==> src/rtl/sdram_trk_pkg.sv <==
package sdram_trk_pkg;

  typedef enum logic [2:0] {
    CMD_MRS = 3'b000,
    CMD_REF = 3'b001,
    CMD_PRE = 3'b010,
    CMD_ACT = 3'b011,
    CMD_WR  = 3'b100,
    CMD_RD  = 3'b101,
    CMD_BST = 3'b110,
    CMD_NOP = 3'b111
  } cmd_e;

  typedef enum logic [1:0] {
    PWR_ACTIVE   = 2'b00,
    PWR_PRE_PD   = 2'b01,
    PWR_ACT_PD   = 2'b10,
    PWR_SELF_REF = 2'b11
  } pwr_e;

  // strobes from control to datapath
  typedef struct packed {
    logic act;
    logic rd;
    logic wr;
    logic pre;
    logic preAll;
    logic refr;
    logic mrs;
    logic mrsExt;
    logic autoPre;
    logic illegal;
  } ctl_s;

endpackage

==> src/rtl/sdram_cmd_ctrl.sv <==
module sdram_cmd_ctrl
  import sdram_trk_pkg::*;
#(
  parameter int NUM_BANKS = 4,
  localparam int BA_W = $clog2(NUM_BANKS)
) (
  input  logic                 clk,
  input  logic                 rstN,
  input  logic                 cke,
  input  logic                 csN,
  input  logic                 rasN,
  input  logic                 casN,
  input  logic                 weN,
  input  logic [BA_W-1:0]      ba,
  input  logic                 a10,
  input  logic [NUM_BANKS-1:0] bankOpen,
  input  logic                 burstBusy,
  output ctl_s                 ctl,
  output pwr_e                 pwrState,
  output logic                 ckeErr
);

  pwr_e pwrQ, pwrNext;
  cmd_e cmd;
  logic cmdValid, anyOpen, selOpen, refCode;

  assign cmd      = cmd_e'({rasN, casN, weN});
  assign cmdValid = (pwrQ == PWR_ACTIVE) && cke && !csN;
  assign anyOpen  = |bankOpen;
  assign selOpen  = bankOpen[ba];
  assign refCode  = !csN && (cmd == CMD_REF);

  always_comb begin
    ctl         = '0;
    ctl.act     = cmdValid && (cmd == CMD_ACT) && !selOpen;
    ctl.rd      = cmdValid && (cmd == CMD_RD) && selOpen;
    ctl.wr      = cmdValid && (cmd == CMD_WR) && selOpen;
    ctl.pre     = cmdValid && (cmd == CMD_PRE);
    ctl.preAll  = ctl.pre && a10;
    ctl.refr    = cmdValid && (cmd == CMD_REF) && !anyOpen;
    ctl.mrs     = cmdValid && (cmd == CMD_MRS);
    ctl.mrsExt  = ctl.mrs && ba[0];
    ctl.autoPre = (ctl.rd || ctl.wr) && a10;
    ctl.illegal = cmdValid && (((cmd == CMD_ACT) && selOpen) ||
                               (((cmd == CMD_RD) || (cmd == CMD_WR)) && !selOpen) ||
                               ((cmd == CMD_REF) && anyOpen));
  end

  always_comb begin
    pwrNext = pwrQ;
    case (pwrQ)
      PWR_ACTIVE: begin
        if (!cke) begin
          if (anyOpen)      pwrNext = PWR_ACT_PD;
          else if (refCode) pwrNext = PWR_SELF_REF;
          else              pwrNext = PWR_PRE_PD;
        end
      end
      default: if (cke) pwrNext = PWR_ACTIVE;
    endcase
  end

  always_ff @(posedge clk or negedge rstN) begin
    if (!rstN) begin
      pwrQ   <= PWR_ACTIVE;
      ckeErr <= 1'b0;
    end else begin
      pwrQ   <= pwrNext;
      ckeErr <= (pwrQ == PWR_ACTIVE) && !cke && burstBusy;
    end
  end

  // self-refresh exit is seen on the output as soon as cke rises
  assign pwrState = ((pwrQ == PWR_SELF_REF) && cke) ? PWR_ACTIVE : pwrQ;

  AST_SREF_ENTRY: assert property (@(posedge clk) disable iff (!rstN)
    (pwrQ == PWR_ACTIVE && !cke && refCode && !anyOpen) |=> (pwrQ == PWR_SELF_REF));
  AST_APD_ENTRY: assert property (@(posedge clk) disable iff (!rstN)
    (pwrQ == PWR_ACTIVE && !cke && anyOpen) |=> (pwrQ == PWR_ACT_PD));
  AST_SREF_WAKE: assert property (@(posedge clk) disable iff (!rstN)
    (pwrQ == PWR_SELF_REF && cke) |=> (pwrQ == PWR_ACTIVE));
  AST_CKE_DROP_FLAG: assert property (@(posedge clk) disable iff (!rstN)
    (pwrQ == PWR_ACTIVE && !cke && burstBusy) |=> ckeErr);
  AST_PD_SILENT: assert property (@(posedge clk) disable iff (!rstN)
    (pwrQ != PWR_ACTIVE) |-> !(ctl.act || ctl.rd || ctl.wr || ctl.pre || ctl.refr || ctl.mrs));

endmodule

==> src/rtl/sdram_bank_dp.sv <==
module sdram_bank_dp
  import sdram_trk_pkg::*;
#(
  parameter int NUM_BANKS = 4,
  parameter int ROW_W = 14,
  localparam int BA_W = $clog2(NUM_BANKS)
) (
  input  logic                       clk,
  input  logic                       rstN,
  input  ctl_s                       ctl,
  input  logic [BA_W-1:0]            ba,
  input  logic [ROW_W-1:0]           addr,
  input  logic                       burstDone,
  output ctl_s                       stbQ,
  output logic [BA_W-1:0]            cmdBankQ,
  output logic [ROW_W-1:0]           cmdAddrQ,
  output logic [NUM_BANKS-1:0]       bankOpen,
  output logic [NUM_BANKS*ROW_W-1:0] openRow,
  output logic                       burstBusy
);

  logic            apValid;
  logic [BA_W-1:0] apBank;
  logic            anyCmd;

  assign anyCmd = ctl.act || ctl.rd || ctl.wr || ctl.pre || ctl.refr || ctl.mrs || ctl.illegal;

  // burst and auto-precharge tracking: a new access overrides completion
  always_ff @(posedge clk or negedge rstN) begin
    if (!rstN) begin
      burstBusy <= 1'b0;
      apValid   <= 1'b0;
      apBank    <= '0;
    end else begin
      if (burstDone) begin
        burstBusy <= 1'b0;
        apValid   <= 1'b0;
      end
      if (ctl.rd || ctl.wr) begin
        burstBusy <= 1'b1;
        apValid   <= ctl.autoPre;
        apBank    <= ba;
      end
    end
  end

  // per-bank open flag and stored row
  for (genvar b = 0; b < NUM_BANKS; b++) begin : g_bank
    logic             openQ;
    logic [ROW_W-1:0] rowQ;
    logic             hit;

    assign hit = (ba == BA_W'(b));

    always_ff @(posedge clk or negedge rstN) begin
      if (!rstN) begin
        openQ <= 1'b0;
        rowQ  <= '0;
      end else begin
        if (burstDone && apValid && (apBank == BA_W'(b))) openQ <= 1'b0;
        if (ctl.pre && (ctl.preAll || hit))               openQ <= 1'b0;
        if (ctl.act && hit) begin
          openQ <= 1'b1;
          rowQ  <= addr;
        end
      end
    end

    assign bankOpen[b]                  = openQ;
    assign openRow[b*ROW_W +: ROW_W]    = rowQ;
  end

  // registered strobes and command fields
  always_ff @(posedge clk or negedge rstN) begin
    if (!rstN) begin
      stbQ     <= '0;
      cmdBankQ <= '0;
      cmdAddrQ <= '0;
    end else begin
      stbQ <= ctl;
      if (anyCmd) begin
        cmdBankQ <= ba;
        cmdAddrQ <= addr;
      end
    end
  end

  AST_ACT_OPENS: assert property (@(posedge clk) disable iff (!rstN)
    ctl.act |=> bankOpen[$past(ba)]);
  AST_PREALL_CLOSES: assert property (@(posedge clk) disable iff (!rstN)
    ctl.preAll |=> (bankOpen == '0));
  AST_ILLEGAL_HOLDS: assert property (@(posedge clk) disable iff (!rstN)
    (ctl.illegal && !burstDone) |=> $stable(bankOpen));
  AST_AP_CLOSE: assert property (@(posedge clk) disable iff (!rstN)
    (burstDone && apValid && !(ctl.act && ba == apBank)) |=> !bankOpen[$past(apBank)]);
  AST_BUSY_START: assert property (@(posedge clk) disable iff (!rstN)
    (ctl.rd || ctl.wr) |=> burstBusy);

endmodule

==> src/rtl/sdram_cmd_tracker.sv <==
module sdram_cmd_tracker
  import sdram_trk_pkg::*;
#(
  parameter int NUM_BANKS = 4,
  parameter int ROW_W = 14,
  localparam int BA_W = $clog2(NUM_BANKS),
  localparam int COL_W = 11
) (
  input  logic                       clk,
  input  logic                       rstN,
  input  logic                       cke,
  input  logic                       csN,
  input  logic                       rasN,
  input  logic                       casN,
  input  logic                       weN,
  input  logic [BA_W-1:0]            ba,
  input  logic [ROW_W-1:0]           addr,
  input  logic                       burstDone,
  output logic                       actStb,
  output logic                       rdStb,
  output logic                       wrStb,
  output logic                       preStb,
  output logic                       refStb,
  output logic                       mrsStb,
  output logic                       illegalCmd,
  output logic [BA_W-1:0]            cmdBank,
  output logic [ROW_W-1:0]           cmdAddr,
  output logic [COL_W-1:0]           colAddr,
  output logic                       autoPre,
  output logic                       preAll,
  output logic                       mrsExt,
  output logic [NUM_BANKS-1:0]       bankOpen,
  output logic [NUM_BANKS*ROW_W-1:0] openRow,
  output logic [1:0]                 pwrState,
  output logic                       ckeErr
);

  ctl_s ctl, stbQ;
  pwr_e pwrE;
  logic burstBusy;

  sdram_cmd_ctrl #(.NUM_BANKS(NUM_BANKS)) u_ctrl (
    .clk       (clk),
    .rstN      (rstN),
    .cke       (cke),
    .csN       (csN),
    .rasN      (rasN),
    .casN      (casN),
    .weN       (weN),
    .ba        (ba),
    .a10       (addr[10]),
    .bankOpen  (bankOpen),
    .burstBusy (burstBusy),
    .ctl       (ctl),
    .pwrState  (pwrE),
    .ckeErr    (ckeErr)
  );

  sdram_bank_dp #(.NUM_BANKS(NUM_BANKS), .ROW_W(ROW_W)) u_dp (
    .clk       (clk),
    .rstN      (rstN),
    .ctl       (ctl),
    .ba        (ba),
    .addr      (addr),
    .burstDone (burstDone),
    .stbQ      (stbQ),
    .cmdBankQ  (cmdBank),
    .cmdAddrQ  (cmdAddr),
    .bankOpen  (bankOpen),
    .openRow   (openRow),
    .burstBusy (burstBusy)
  );

  assign actStb     = stbQ.act;
  assign rdStb      = stbQ.rd;
  assign wrStb      = stbQ.wr;
  assign preStb     = stbQ.pre;
  assign refStb     = stbQ.refr;
  assign mrsStb     = stbQ.mrs;
  assign illegalCmd = stbQ.illegal;
  assign autoPre    = stbQ.autoPre;
  assign preAll     = stbQ.preAll;
  assign mrsExt     = stbQ.mrsExt;
  assign pwrState   = pwrE;
  assign colAddr    = {cmdAddr[11], cmdAddr[9:0]};

endmodule

==> config.mk <==
export PLATFORM = sky130hd
export DESIGN_NAME = sdram_cmd_tracker
export DESIGN_NICKNAME = d
export VERILOG_FILES = /design/src/rtl/sdram_trk_pkg.sv /design/src/rtl/sdram_cmd_ctrl.sv /design/src/rtl/sdram_bank_dp.sv /design/src/rtl/sdram_cmd_tracker.sv
export SDC_FILE = /design/constraint.sdc
export NUM_CORES = 1
export LEC_CHECK = 0
export ABC_AREA = 1
export BUFFER_PORTS_ARGS = -buffer_cell sky130_fd_sc_hd__buf_2
export CORE_MARGIN = 3
export CORE_UTILIZATION = 45
export DETAILED_ROUTE_END_ITERATION = 12
export PLACE_DENSITY = 0.7
export SYNTH_ARGS = -nofsm -noshare
export SYNTH_HDL_FRONTEND = slang
export SYNTH_SLANG_ARGS = --single-unit
==> constraint.sdc <==
create_clock -name clk -period 3.99 [get_ports clk]
set_clock_uncertainty 0.15 [all_clocks]
set_input_delay 0 -clock clk [delete_from_list [all_inputs] [get_ports clk]]
set_output_delay 0 -clock clk [all_outputs]
set_load 0.005 [all_outputs]
==> run metrics, run 1 <==
status=complete, no violations; Yosys warning count=0; Sink Count=93; Synthesized Nets=470; ANT cells=0; Final Max Tran Viols=0; Vias=3358; total track usage=21.8%; Layout Cells excl Fill=692; power per cell area=524 nW/µm²; DRT iter0 DRCs=190; Vias/cell=4.85; Final HPWL DP=between 7000 and 8000 µm; Fillers=731; synth top area cells=dfrtp_1, nand2_1, buf_4, nand3_1, nand2_4; Slew @ Worst Pin=0.694 ns; CP Class=reg2reg; CTS buffer count=9; Post-Syn Area=3950 µm²; Die Ht=99.6 µm; vias in the first global route=between 3000 and 4000; setup TNS=0 ns; CTS H-tree depth=3; Total Wirelength=10400 µm; Tmin final=2.51 ns; Fin. Hold Viols=0; Max Clk Rate=0.398 GHz; Yosys top cell area share=59.0%; final number of setup-violating endpoints=0; GRT overflow=0; DRC viols=0; Worst setup EP type=flip-flop; Port Buffers=about 120; max_cap viols=0; number of antenna violations at the first check in global routing=0; Routed Antenna Nets=0; most common cell after layout, fill and taps aside=nand2_1; pin count of the biggest net entering global routing=54; FF+latch area=2330 µm²; CTS tree=yes; Max stage delay on crit path=~0.41 ns; Die X=approximately 100 µm; CTS root buf=clkbuf_8; most frequent cells in the layout=nand2_1, buf_2, dfrtp_1; I/O pins=124; Worst Path Required=4.07 ns; post-cts sizing count=0; Initial DRT Pass Iterations=4; gp weighted congestion=0.872; # rows=33; Synth-to-Final Area Change=26.8%; Synth Instances=444; Rel. slew slack=53.7%; reg2reg path depth=9; syn_area_per_cell=just under 9 µm²; Initial Util=47.1%; Multi-input gate area=1340 µm²; Yosys cell types=21; Worst setup SP type=flip-flop; total power=between 2 and 3 mW; die area=9930 µm²; share of layout cells above drive strength 1=27.4%; crit-path cells=nor2_1 > ha_1 > nand2_1 > nor2_1 > nand3_4 > nor2_4 > inv_2 > nand2_1 > o21ai_0; Final period util=62.9%; worst skew pair latency=0.36 ns; maximum fanout along the worst path=16; Peak VDD IR=0.268 mV; Final nets=608; register bit total from synthesis=93; Worst Path Arrival=~2.6 ns; global-route wire length before repair=17000 µm; RSZ-0062 raised after global routing=no; Core Box Area=approximately 8400 µm²; clk buf depth=2; Finished Core Util=59.7%; clock slew at reported path FFs=0.09 ns; area leader, netlist=dfrtp_1; static leakage=around 3.0 nW; Crit-path slowest cell=dfrtp_1; Hold Path Class=in2async; WL/cell=roughly 15 µm; Placed Cells=647; post-synthesis sequential area ratio=59.0%
-- power breakdown --
group	switching, mW	internal [mW]	total, mW
sequential	0.146	1.15	1.30
combinational	0.378	0.323	0.701
clock	0.335	0.293	0.627
total	0.859	1.77	2.62
-- cell usage after synthesis --
| cell | count |
|---|---|
| nor3_1 | 4 |
| buf_2 | 9 |
| nor2_8 | 1 |
| o21ai_0 | 7 |
| nand3_4 | 1 |
| nor2_1 | 12 |
| ha_1 | 2 |
| dfrtp_1 | 93 |
| o311ai_0 | 4 |
| nand2_4 | 8 |
| nand3_1 | 22 |
| o22ai_1 | 2 |
| inv_2 | 6 |
| nand2_2 | 3 |
| o211ai_1 | 1 |
| nor2_4 | 4 |
| inv_1 | 21 |
| buf_4 | 15 |
| a21oi_1 | 3 |
| buf_6 | 2 |
| nand2_1 | 224 |
-- cell type report --
type | instances | area share [%]
clock inverters | 5 | 1.20
clock buffers | 11 | 2.63
repair buffers | 153 | 18.3
multi-input cells | 298 | 26.7
flip-flops and latches | 93 | 46.5
inverters | 27 | 2.02
well taps | 105 | 2.63
-- state kept, by name, summed over array words and instances, names as in the netlist --
| register | cells |
|---|---|
| u_dp.cmdAddrQ | 14 |
| u_dp.burstBusy | 1 |
| u_dp.apBank | 2 |
| u_dp.stbQ | 10 |
| u_dp.g_bank.rowQ | 56 |
| u_ctrl.ckeErr | 1 |
| u_dp.g_bank.openQ | 4 |
| u_dp.cmdBankQ | 2 |
| u_dp.apValid | 1 |
| u_ctrl.pwrQ | 2 |
-- cell families (layout without fill, tap and decap cells) --
group	after synthesis	count (layout)	share of synthesized area (%)
AOI/OAI and AO/OA	17	17	2.66
adders and majority gates	2	2	0.634
and+or+nand+nor	279	279	30.6
buffers and inverters	53	196	7.13
DFF	93	93	59.0
-- metrics by stage --
step	area [µm²]	setup slack (ns)	hold slack, ns
3_5_place_dp	4520	1.47	-0.0605
5_1_grt	5000	1.29	0.124
2_1_floorplan	3950	2.07	-0.446
6_report	5000	1.48	0.0660
4_1_cts	5000	1.46	0.0937
3_3_place_gp	4520	1.56	-0.0715
-- per-layer routing --
metal	track usage, %	up-vias	routed length [µm]
li1	-	1624	-
met5	0	-	0
met2	35.4	118	4880
met4	5.88	0	101
met3	4.21	11	716
met1	30.3	1605	4740
-- path summary, 6_finish.rpt --
path,startpoint,endpoint,slack (ns)
worst max register to register,u_ctrl.pwrQ[1],u_dp.g_bank[2].rowQ[10],1.48
min in group clk,addr[10],u_dp.cmdAddrQ[10],0.27
worst min register to register,u_dp.burstBusy,u_ctrl.ckeErr,0.32
max in group asynchronous,rstN,u_dp.g_bank[0].openQ,2.60
worst min-delay path,rstN,u_dp.stbQ[4],0.07
worst max-delay path,u_ctrl.pwrQ[1],u_dp.g_bank[2].rowQ[10],1.48
-- timing repair --
| item | 4_1_cts | 5_1_grt |
|---|---|---|
| buffers inserted | 0 | 0 |
| hold endpoints to repair | 140 | 0 |
| hold buffers | 29 | 0 |
-- critical path, delay by kind of cell (launching register included) --
kind | cells | cell delay (ns)
buffers and inverters | 1 | 0.27
AOI/OAI and AO/OA | 1 | 0.07
DFF | 1 | 0.41
and+or+nand+nor | 6 | 1.25
adders and majority gates | 1 | 0.23
(Power assumes the default switching activity.)
==> inputs of run 2 (changes only) <==
ABC_AREA = 0   (was 1)
clock period = 2.6 ns   (was 3.99 ns; I/O delays follow)
==> run 2 against run 1 <==
  * Sequential power rose by 53%
  * Die area rose by 0.77%
  * Largest power group unchanged
  * First-iteration DRC count fell by 54%
  * Largest cell class unchanged
  * Clock-buffer cell count did not move
  * Global-route usage fell by 3.1 points
  * Critical path type unchanged
  * Core utilization rose by 0.28 points
  * Via count fell by 23%
  * Power rose by 52%
  * Sequential share of layout area fell by 0.22 points
  * Register-to-register slack got worse by 1.3 ns
  * Synthesized cell count fell by 43%
==> run metrics, run 2 <==
Sink Count=slightly above 90; share of layout cells above drive strength 1=57.3%; area leader, netlist=dfrtp_1; CTS buffer count=9; Buf+Inv Stages, Crit Path=1; Rel. slew slack=49.2%; Synth-to-Final Area Change=26.4%; Initial DRT Pass Iterations=4; final number of setup-violating endpoints=0; crit-path cells=nor2_1 > ha_1 > nand3b_1 > nor4_4 > buf_4 > mux2_2; CTS root buf=clkbuf_8; synth top area cells=dfrtp_1, mux2_4, mux2_2, buf_4, nor4_4; gp weighted congestion=0.795; Post-Syn Area=3980 µm²; Reg power frac=50.0%; setup TNS=0 ns; WL/cell=17.2 µm; top post-synthesis cells by count=dfrtp_1, mux2_2, mux2_4; post-synthesis sequential area ratio=58.5%; switching portion of total power=29.5%; Worst setup SP type=flip-flop; ys flop type=dfrtp_1; Yosys warning count=0; Vias/cell=approximately 5.1; Final Max Tran Viols=0; RSZ-0062 raised after global routing=no; Worst setup EP type=flip-flop; status=complete, no violations; Comb pwr share=28.1%; Routed Antenna Nets=0; syn_area_per_cell=around 16 µm²; GRT overflow=0; Peak VDD IR=0.400 mV; global-route wire length before repair=14400 µm; register bit total from synthesis=93; max reg flops=56; Min Hold Slack=0.0214 ns; Post-CTS Setup Bufs=0; Worst Path Required=about 2.7 ns; worst skew pair latency=0.35 ns; Max Clk Rate=0.414 GHz; clock slew at reported path FFs=0.09 ns; P_sw=1.18 mW; Tmin final=about 2.4 ns; vias in the first global route=2716; Final HPWL DP=6130 µm; DRT iter0 DRCs=between 80 and 90; Yosys cell types=36; Clock Power Share=21.9%; DRC viols=0; Hold Path Class=in2async; I/O pins=124; Final nets=424; Slew @ Worst Pin=0.755 ns; Initial Util=between 40% and 50%; maximum fanout along the worst path=15; total track usage=18.8%; ANT cells=0; top flop regs=u_dp.g_bank.rowQ: 56 flops, u_dp.cmdAddrQ: 14 flops, u_dp.stbQ: 10 flops; Crit-path slowest cell=dfrtp_1; Max stage delay on crit path=roughly 0.43 ns; CTS tree=yes; static leakage=between 2 and 3 nW; Port Buffers=123; Synth Instances=255; Die Ht=100 µm; die area=10000 µm²; number of antenna violations at the first check in global routing=0; Die X=100 µm; Worst Path Arrival=between 2 and 3 ns; Fin. Hold Viols=0; number of synthesized flops with an enable pin=0; CP Class=reg2reg; most frequent cells in the layout=buf_2, dfrtp_1, mux2_2; Total Wirelength=8750 µm; Synthesized Nets=approximately 280; Vias=2572; pin count of the biggest net entering global routing=52; Final period util=92.9%; crit-path leading delay family=simple AND/OR/NAND/NOR gates; internal power=2.81 mW; most common cell after layout, fill and taps aside=buf_2; CTS H-tree depth=3; clk buf depth=2; Synth async-reset ratio=100%; Reg with most FFs=u_dp.g_bank.rowQ; top-count cell post-synth=dfrtp_1; Yosys top cell area share=58.5%; power per cell area=slightly below 800 nW/µm²; # rows=33; Core Box Area=8380 µm²; max_cap viols=0
run 2: final cells by class:
| type | instances | area (µm²) |
|---|---|---|
| inverter | 4 | 15.0 |
| multi-input combinational | 133 | 1430 |
| clock buffer | 11 | 141 |
| tap | 105 | 131 |
| sequential | 93 | 2330 |
| timing repair buffer | 157 | 943 |
| fill | 686 | 3350 |
| clock inverter | 5 | 36.3 |
run 2: power by group through the flow:
stage                     Sequential (mW)  Combinational (mW)  Clock, mW
final                                1.99                1.12      0.872
after global routing                 2.03                1.24      0.968
after CTS                            1.99                1.14      0.911
after detailed placement             2.01                1.11          0
after global placement               1.99                1.09          0
after floorplan                      2.01               0.657          0
run 2: cells by family (layout without fill, tap and decap cells):
group / count (synthesis) / count (layout) / synth area share (%)
buf+inv: 29 / 177 / 5.47
mux: 76 / 76 / 25.2
fa+ha+maj: 2 / 2 / 0.629
flops: 93 / 93 / 58.5
simple gates: 37 / 37 / 6.73
compound gates: 18 / 18 / 3.52
run 2: stage by stage:
step | cell area (µm²) | std cells | utilization (%) | worst slack (ns) | power [mW]
after CTS | 5030 | 508 | 60.0 | 0.179 | 4.04
after global placement | 4620 | 469 | 55.1 | 0.246 | 3.08
final | 5030 | 508 | 60.0 | 0.184 | 3.98
after global routing | 5030 | 508 | 60.0 | 0.0301 | 4.24
after floorplan | 3980 | 255 | - | 0.254 | 2.67
after detailed placement | 4620 | 469 | 55.1 | 0.206 | 3.12
run 2: worst paths after layout:
| check | startpoint | to | slack (ns) | cells after the start |
|---|---|---|---|---|
| hold / removal | rstN | u_dp.g_bank[2].rowQ[0] | 0.02 | 2 |
| setup / recovery | u_ctrl.pwrQ[0] | u_dp.g_bank[1].rowQ[2] | 0.18 | 6 |
| hold reg to reg | u_dp.burstBusy | u_ctrl.ckeErr | 0.35 | 1 |
| min in group clk | burstDone | u_dp.burstBusy | 0.31 | 3 |
| setup reg to reg | u_ctrl.pwrQ[0] | u_dp.g_bank[1].rowQ[2] | 0.18 | 6 |
| max in group asynchronous | rstN | u_dp.cmdAddrQ[5] | 1.62 | 3 |
run 2: metal layers:
| layer | vias to the layer above | global-route usage (%) | part of all wire [%] | routed length [µm] |
|---|---|---|---|---|
| li1 | 1176 | - | - | - |
| met1 | 1299 | 25.0 | 43 | 3730 |
| met2 | 85 | 29.4 | 49 | 4270 |
| met3 | 12 | 4.86 | 6.9 | 602 |
| met4 | 0 | 7.98 | 1.6 | 138 |
| met5 | - | 0 | 0 | 0 |
run 2: what timing repair did:
item / 4_1_cts / 5_1_grt
hold buffers: 23 / 0
hold endpoints to repair: 184 / 0
setup endpoints to repair: 0 / 0
gates resized for setup: 0 / 0
